### src/rtl/mode_timer8.sv
module mode_timer8 #(
  parameter int W = 8
) (
  input  logic         clk_i,
  input  logic         rst_ni,
  input  logic         tick_i,
  input  logic         run_i,
  input  logic [1:0]   mode_i,
  input  logic [W-1:0] term_i,
  input  logic         ovf_mask_i,
  input  logic         irq_en_i,
  input  logic         clr_i,
  output logic [W-1:0] count_o,
  output logic         ovf_flag_o,
  output logic         pend_o,
  output logic         irq_o
);

  localparam logic [1:0]   M_FREE = 2'd0;
  localparam logic [1:0]   M_MOD  = 2'd1;
  localparam logic [1:0]   M_DOWN = 2'd2;
  localparam logic [1:0]   M_UPDN = 2'd3;
  localparam logic [W-1:0] ZERO   = '0;
  localparam logic [W-1:0] ONE    = W'(1);
  localparam logic [W-1:0] TOP    = '1;

  logic [W-1:0] cnt_q, cnt_d;
  logic         dn_q, dn_d;
  logic [1:0]   mode_q;
  logic         ovf_q, pend_q;
  logic         ev;
  logic         restart;

  assign restart = !run_i || (mode_i != mode_q);

  always_comb begin
    cnt_d = cnt_q;
    dn_d  = dn_q;
    ev    = 1'b0;
    if (restart) begin
      cnt_d = (mode_i == M_DOWN) ? term_i : ZERO;
      dn_d  = 1'b0;
    end else if (tick_i) begin
      unique case (mode_i)
        M_FREE: begin
          cnt_d = cnt_q + ONE;
          ev    = (cnt_q == TOP);
        end
        M_MOD: begin
          if (cnt_q >= term_i) begin
            cnt_d = ZERO;
            ev    = 1'b1;
          end else begin
            cnt_d = cnt_q + ONE;
          end
        end
        M_DOWN: begin
          if (cnt_q != ZERO) begin
            cnt_d = cnt_q - ONE;
            ev    = (cnt_q == ONE);
          end
        end
        M_UPDN: begin
          if (term_i == ZERO) begin
            cnt_d = ZERO;
            dn_d  = 1'b0;
            ev    = 1'b1;
          end else if (cnt_q == ZERO) begin
            cnt_d = ONE;
            dn_d  = 1'b0;
          end else if (dn_q || cnt_q >= term_i) begin
            cnt_d = cnt_q - ONE;
            ev    = (cnt_q == ONE);
            dn_d  = (cnt_q != ONE);
          end else begin
            cnt_d = cnt_q + ONE;
          end
        end
        default: cnt_d = cnt_q;
      endcase
    end
  end

  always_ff @(posedge clk_i or negedge rst_ni) begin
    if (!rst_ni) begin
      cnt_q  <= ZERO;
      dn_q   <= 1'b0;
      mode_q <= M_FREE;
      ovf_q  <= 1'b0;
      pend_q <= 1'b0;
    end else begin
      cnt_q  <= cnt_d;
      dn_q   <= dn_d;
      mode_q <= mode_i;
      ovf_q  <= ev | (ovf_q & ~clr_i);
      pend_q <= (ev & ovf_mask_i) | (pend_q & ~clr_i);
    end
  end

  assign count_o    = cnt_q;
  assign ovf_flag_o = ovf_q;
  assign pend_o     = pend_q;
  assign irq_o      = pend_q & ovf_mask_i & irq_en_i;

  AST_STICKY_FLAG: assert property (@(posedge clk_i) disable iff (!rst_ni)
    ovf_flag_o && !clr_i |=> ovf_flag_o);

  AST_PEND_NEEDS_FLAG: assert property (@(posedge clk_i) disable iff (!rst_ni)
    pend_o |-> ovf_flag_o);

  AST_IDLE_TICK_HOLD: assert property (@(posedge clk_i) disable iff (!rst_ni)
    run_i && !tick_i && mode_i == mode_q |=> $stable(count_o));

  AST_MOD_WRAP: assert property (@(posedge clk_i) disable iff (!rst_ni)
    run_i && tick_i && mode_i == M_MOD && mode_q == M_MOD && count_o >= term_i
    |=> count_o == ZERO && ovf_flag_o);

  AST_DOWN_HOLD_ZERO: assert property (@(posedge clk_i) disable iff (!rst_ni)
    run_i && mode_i == M_DOWN && mode_q == M_DOWN && count_o == ZERO
    |=> count_o == ZERO);

  AST_UPDN_PEAK_NO_FLAG: assert property (@(posedge clk_i) disable iff (!rst_ni)
    run_i && tick_i && mode_i == M_UPDN && mode_q == M_UPDN && term_i > ONE
    && count_o == term_i && !ovf_flag_o |=> !ovf_flag_o);

endmodule

### config.mk
export PLATFORM = sky130hd
export DESIGN_NAME = mode_timer8
export DESIGN_NICKNAME = d
export VERILOG_FILES = /design/src/rtl/mode_timer8.sv
export SDC_FILE = /design/constraint.sdc
export NUM_CORES = 1
export LEC_CHECK = 0
export BUFFER_PORTS_ARGS = -buffer_cell sky130_fd_sc_hd__buf_2
export CELL_PAD_IN_SITES_DETAIL_PLACEMENT = 2
export CELL_PAD_IN_SITES_GLOBAL_PLACEMENT = 2
export CORE_MARGIN = 2
export CORE_UTILIZATION = 36
export DETAILED_ROUTE_END_ITERATION = 8
export PLACE_DENSITY_LB_ADDON = 0.12
export SLEW_MARGIN = 15
export SYNTH_ARGS = -nofsm -noshare
export SYNTH_HDL_FRONTEND = slang
export SYNTH_SLANG_ARGS = --single-unit
### constraint.sdc
create_clock -name clk_i -period 4.9 [get_ports clk_i]
set_input_delay 1.225 -clock clk_i [delete_from_list [all_inputs] [get_ports clk_i]]
set_output_delay 1.225 -clock clk_i [all_outputs]
set_load 0.03 [all_outputs]
[Word-level counts from Yosys, hierarchy flattened]
Cells that the tools add are included.
Word-level totals
  register bits after elaboration: 13
  output and inout port bits: 11
  word-level logic and storage cells: 59
  input port bits: 17
Operators by class
  equal/unequal tests: 8
  reductions and logical operators: 12
  muxes and demuxes: 23
  $lt $le $gt $ge: 1
  bitwise operators: 8
  $add $sub $neg: 2
Operator list (number)
  $mux 8: 8
  $pmux 8 s4: 1
  $logic_not 8->1: 2
  $mux 1: 13
  $add 8x1->8 const B: 1
  $eq 8x1->1 const B: 1
  $eq 8x8->1 const B: 1
  $ge 8x8->1: 1
  $ne 8x1->1 const B: 1
  $reduce_bool 8->1: 1
  $sub 8x1->8 const B: 1
  $and 1x1->1: 5
  $eq 2x2->1 const B: 2
  $pmux 1 s4: 1
  $reduce_bool 2->1: 2
  $reduce_bool 4->1: 1
  $ne 3x2->1 const B: 1
  $reduce_and 3->1: 1
  $eq 2x1->1 const B: 1
  $logic_not 2->1: 1
  $logic_or 1x1->1: 2
  $ne 2x2->1: 1
  $or 1x1->1: 2
  $reduce_and 2->1: 1
  other kinds (2): 2

[Logic depth before layout (Yosys ltp)]
  word-level depth: 10
  depth in mapped cells: 8
  gate-level depth less buffers: 8

[Worst setup path after synthesis]
Ideal clock, no wire load.
  kind: input to register
  start point: input term_i[6]
  end point: register cnt_q[6] (netlist: count_o[6])
  setup slack: 1822 ps
  cell stages on the path: 8
  buffers on the path: 0
  setup time: 126 ps
  data required time: 4774 ps
  data arrival time: 2952 ps
  path through: inv_1 -> ha_1 -> a21o_1 -> a2111oi_2 -> o21ai_2 -> mux2_4 -> o221ai_2 -> a311o_1
On the way
  word-level cells in the longest chain between the ends: 8
  elaborated cells between the ends (all ways): 11
  those cells by class: order compare: 1; mux: 8; reduce/logical: 2
RTL lines
  from (decl): line 9  | input logic [W-1:0] term_i,
  $ge 8x8->1: line 50, 71
  $logic_or 1x1->1: line 71  | end else if (dn_q || cnt_q >= term_i) begin
  $mux 8: line 71
  $mux 8: line 68  | end else if (cnt_q == ZERO) begin
  $mux 8: line 64  | if (term_i == ZERO) begin
  $pmux 8 s4: line 44  | unique case (mode_i)
  $mux 8: line 43  | end else if (tick_i) begin
  $mux 8 (*): line 40  | if (restart) begin
  to (signal assigned): line 92  | cnt_q <= cnt_d;
  to (decl): line 27  | logic [W-1:0] cnt_q, cnt_d;
Mark *: on every way between the ends. The rest lies on a longest branch, timed or not. The select of a mux whose other input is x is not followed.
A chain may end at the register's enable or synchronous reset.

[Final worst setup path]
  start point: input term_i[6]
  end point: register cnt_q[3] (netlist: count_o[3])
On the way
  word-level cells in the longest chain between the ends: 8
  elaborated cells between the ends (all ways): 10
  those cells by class: order compare: 1; mux: 7; reduce/logical: 2
RTL lines (line)
  $ge 8x8->1: 50, 71
  $logic_or 1x1->1: 71
  $mux 8: 71
  $mux 8: 68
  $mux 8: 64
  $pmux 8 s4 (*): 44
  $mux 8 (*): 43
  $mux 8 (*): 40
Marks and branches as above.

==> results.toml <==
[outcome]
outcome = "finished, final reports clean"

[power]
ir_drop_mv = 0.0746
leakage_nw = 0.799
p_per_area_mw_per_mm2 = 238

[synthesis]
syn_area_mm2 = 0.00159
yosysSeqAreaShare = 0.205
synth.net_count = 222
synthCells = 193
synth_top_family_by_area = "compound AO/OA/AOI/OAI gates"
synthFlopType = "dfrtp_1"
synthXorXnorAreaFrac = 0.0607
synth_area_leaders = "dfrtp_1 20%, ha_1 9.5%, o21ai_0 6.0%"
synth_seq_cells = 13
synth-compound-area-share = 0.276
synth_cell_types = 61
synth_edf_count = 0
avgSynthCellArea_um2 = 8.23
synth_top_area_cell = "dfrtp_1"
ys.warnings.count = 0
synth-simple-area-share = 0.249
muxShareOfSynthArea = 0.0221
synth-adder-area-share = 0.0946
synthArstFlopShare = 1.00
synth_top_area_frac = 0.205

[clock_tree]
htreeDepth = 1
postCtsSetupBuffers = 0
cts-hold-fix-buffers = 0
cts_resized = 0
clkTransAtPathRegs_ns = 0.07
cts-buffers-inserted = 3
tritoncts = "yes"
clock-sinks = 13
clock_latency_ns = 0.26
root_buffer = "clkbuf_8"
cts_buffer_depth = 2

[critical_path]
cp_max_fo = 4
cp_num_buf_inv = 2
cpLargestDelayFamily = "compound AO/OA/AOI/OAI gates"
rr_endpoint = "count_o[3]"
path_cells = "buf_2 > inv_1 > ha_1 > a21o_1 > a2111oi_2 > o21ai_2 > o211ai_1 > a221oi_1 > a211oi_1"
required_ns = 5.07
reg2reg_depth = 8
path_class = "input pin to flip-flop"
r2r-start = "count_o[0]"
crit_arrival_ns = 3.49
end_kind = "flip-flop"
start_kind = "input pin"
rrSetupSlack_ns = 2.11
cp_slowest_stage_delay_ns = 0.55
slowest_stage = "a2111oi_2"

[final_layout]
final_common_cell = "buf_2"
antenna_cells = 0
drive_above_1_share = 0.224
nNetsFinal = 244
layoutNonFillerInstCount = 266
syn2layout_area_growth_pct = 10.2
final_cell_mix = "27 x buf_2, 19 x o21ai_0, 17 x inv_1, 17 x nand2_1, 13 x dfrtp_1"

[global_route]
grt_max_degree = 19
grt.total_usage = 0.274
gr-total-overflow = 0
grt_pass1_wl_um = 10400
grt_pass1_vias = 1829
antenna_found_initial = 0

[sta]
period_needed_ns = 3.32
setup_tns_ns = 0
fmax_ghz = 0.301
rsz0062_at_grt = "false"
worst_pin_slew_ns = 0.673
max-slew-margin-rel = 0.551
setup_viol = 0
finalCritPeriodShare = 0.679
finClkSkew_ns = 0.000980
slew_viol_final = 0
hold_viol_final = 0

[placed_design]
portBuffers = 27
place_inst = 262
gp_congestion = 0.862
dp_hpwl_um = 4770

[floorplan]
core_area_mm2 = 0.00429
std_cell_rows = 24
initial_utilization = 0.370
die_height_um = 70.4
dieArea_mm2 = 0.00496
ios = 28
dieWidth_um = 70.4

[hold_path]
hold_path_end = "ovf_flag_o"
hold_depth = 2
hold_path.class = "flip-flop to flip-flop"
min_from = "ovf_flag_o"

[drt]
wl_per_cell_um = 24.1
drt_iter0_drc = 85
antenna_left = 0
vias = 1704
first_pass_iters = 4
wirelength_um = 6400
post-route-drc-count = 0
post_drt_via_cell_ratio = 6.41

[flow_run]
drv_cap = 0
registers in the layout, summed over array words and instances, names as in the netlist:
| signal | flops |
|---|---|
| mode_q | 2 |
| count_o | 8 |
| ovf_flag_o | 1 |
| dn_q | 1 |
| pend_o | 1 |
worst register-to-register path: cells and delay by family (launching register included):
kind                     cells  cell delay, ns
flip-flops                   1            0.53
adder cells (fa/ha/maj)      1            0.31
buffers and inverters        1            0.19
AND/OR/NAND/NOR              1            0.15
AO/OA/AOI/OAI                5            1.52
cell families after synthesis:
logic type,Yosys count
xor+xnor,11
mux,3
flops,13
buf+inv,27
compound gates,58
fa+ha+maj,12
simple gates,69
cell usage after synthesis, types with 2 or more instances:
library cell	n
nor4_1	6
o31ai_1	2
dfrtp_1	13
o211ai_1	3
nand3_1	7
ha_1	12
buf_4	2
o21ai_2	3
nand4_1	2
a221oi_1	2
and3_1	5
clkbuf_1	3
xor2_1	5
inv_1	17
xnor2_1	6
mux2i_1	2
nand2_1	17
clkbuf_8	3
a21o_1	2
o21ai_0	19
a21oi_1	4
nor3_1	5
nor2_1	9
a211oi_1	3
a22oi_1	3
or3_1	2
o21a_1	2
power by group:
group | leakage (nW) | switching [W] | internal [W]
Sequential | 0.172 | 0.0000201 | 0.000113
Clock | 0.0228 | 0.0000516 | 0.0000579
Combinational | 0.604 | 0.000110 | 0.0000637
Total | 0.799 | 0.000182 | 0.000235
metrics by stage:
stage | setup WS (ns) | area, µm² | util | power [W] | hold WS (ns)
6_report | 1.58 | 1750 | 0.407 | 0.000417 | 0.534
3_3_place_gp | 1.46 | 1700 | 0.397 | 0.000296 | 0.520
5_1_grt | 1.47 | 1750 | 0.407 | 0.000438 | 0.559
2_1_floorplan | 1.82 | 1590 | - | 0.000253 | 0.539
3_5_place_dp | 1.37 | 1700 | 0.397 | 0.000304 | 0.522
4_1_cts | 1.60 | 1750 | 0.407 | 0.000414 | 0.534
final cells by class:
class	count	area (µm²)
Timing Repair Buffer	27	135
Multi-Input combinational cell	153	1110
Sequential cell	13	325
Tap cell	52	65.1
Clock buffer	4	45.0
Fill cell	486	2540
Inverter	17	63.8
layer usage:
| metal | up-vias | share of wire | GRT usage |
|---|---|---|---|
| met5 | - | 0 | 0 |
| met4 | 0 | 0.014 | 0.0705 |
| met3 | 9 | 0.040 | 0.0317 |
| met2 | 45 | 0.50 | 0.463 |
| met1 | 883 | 0.44 | 0.369 |
| li1 | 767 | - | - |
worst max-delay path by stage:
stage | slack, ns | startpoint | end | depth (start not counted)
after floorplan | 1.82 | term_i[6] | count_o[6] | 8
after global placement | 1.46 | term_i[6] | ovf_flag_o | 9
after detailed placement | 1.37 | term_i[6] | count_o[3] | 9
after CTS | 1.60 | term_i[6] | count_o[3] | 9
after global routing | 1.47 | term_i[6] | count_o[3] | 9
final | 1.58 | term_i[6] | count_o[3] | 9
(Power assumes the default switching activity.)
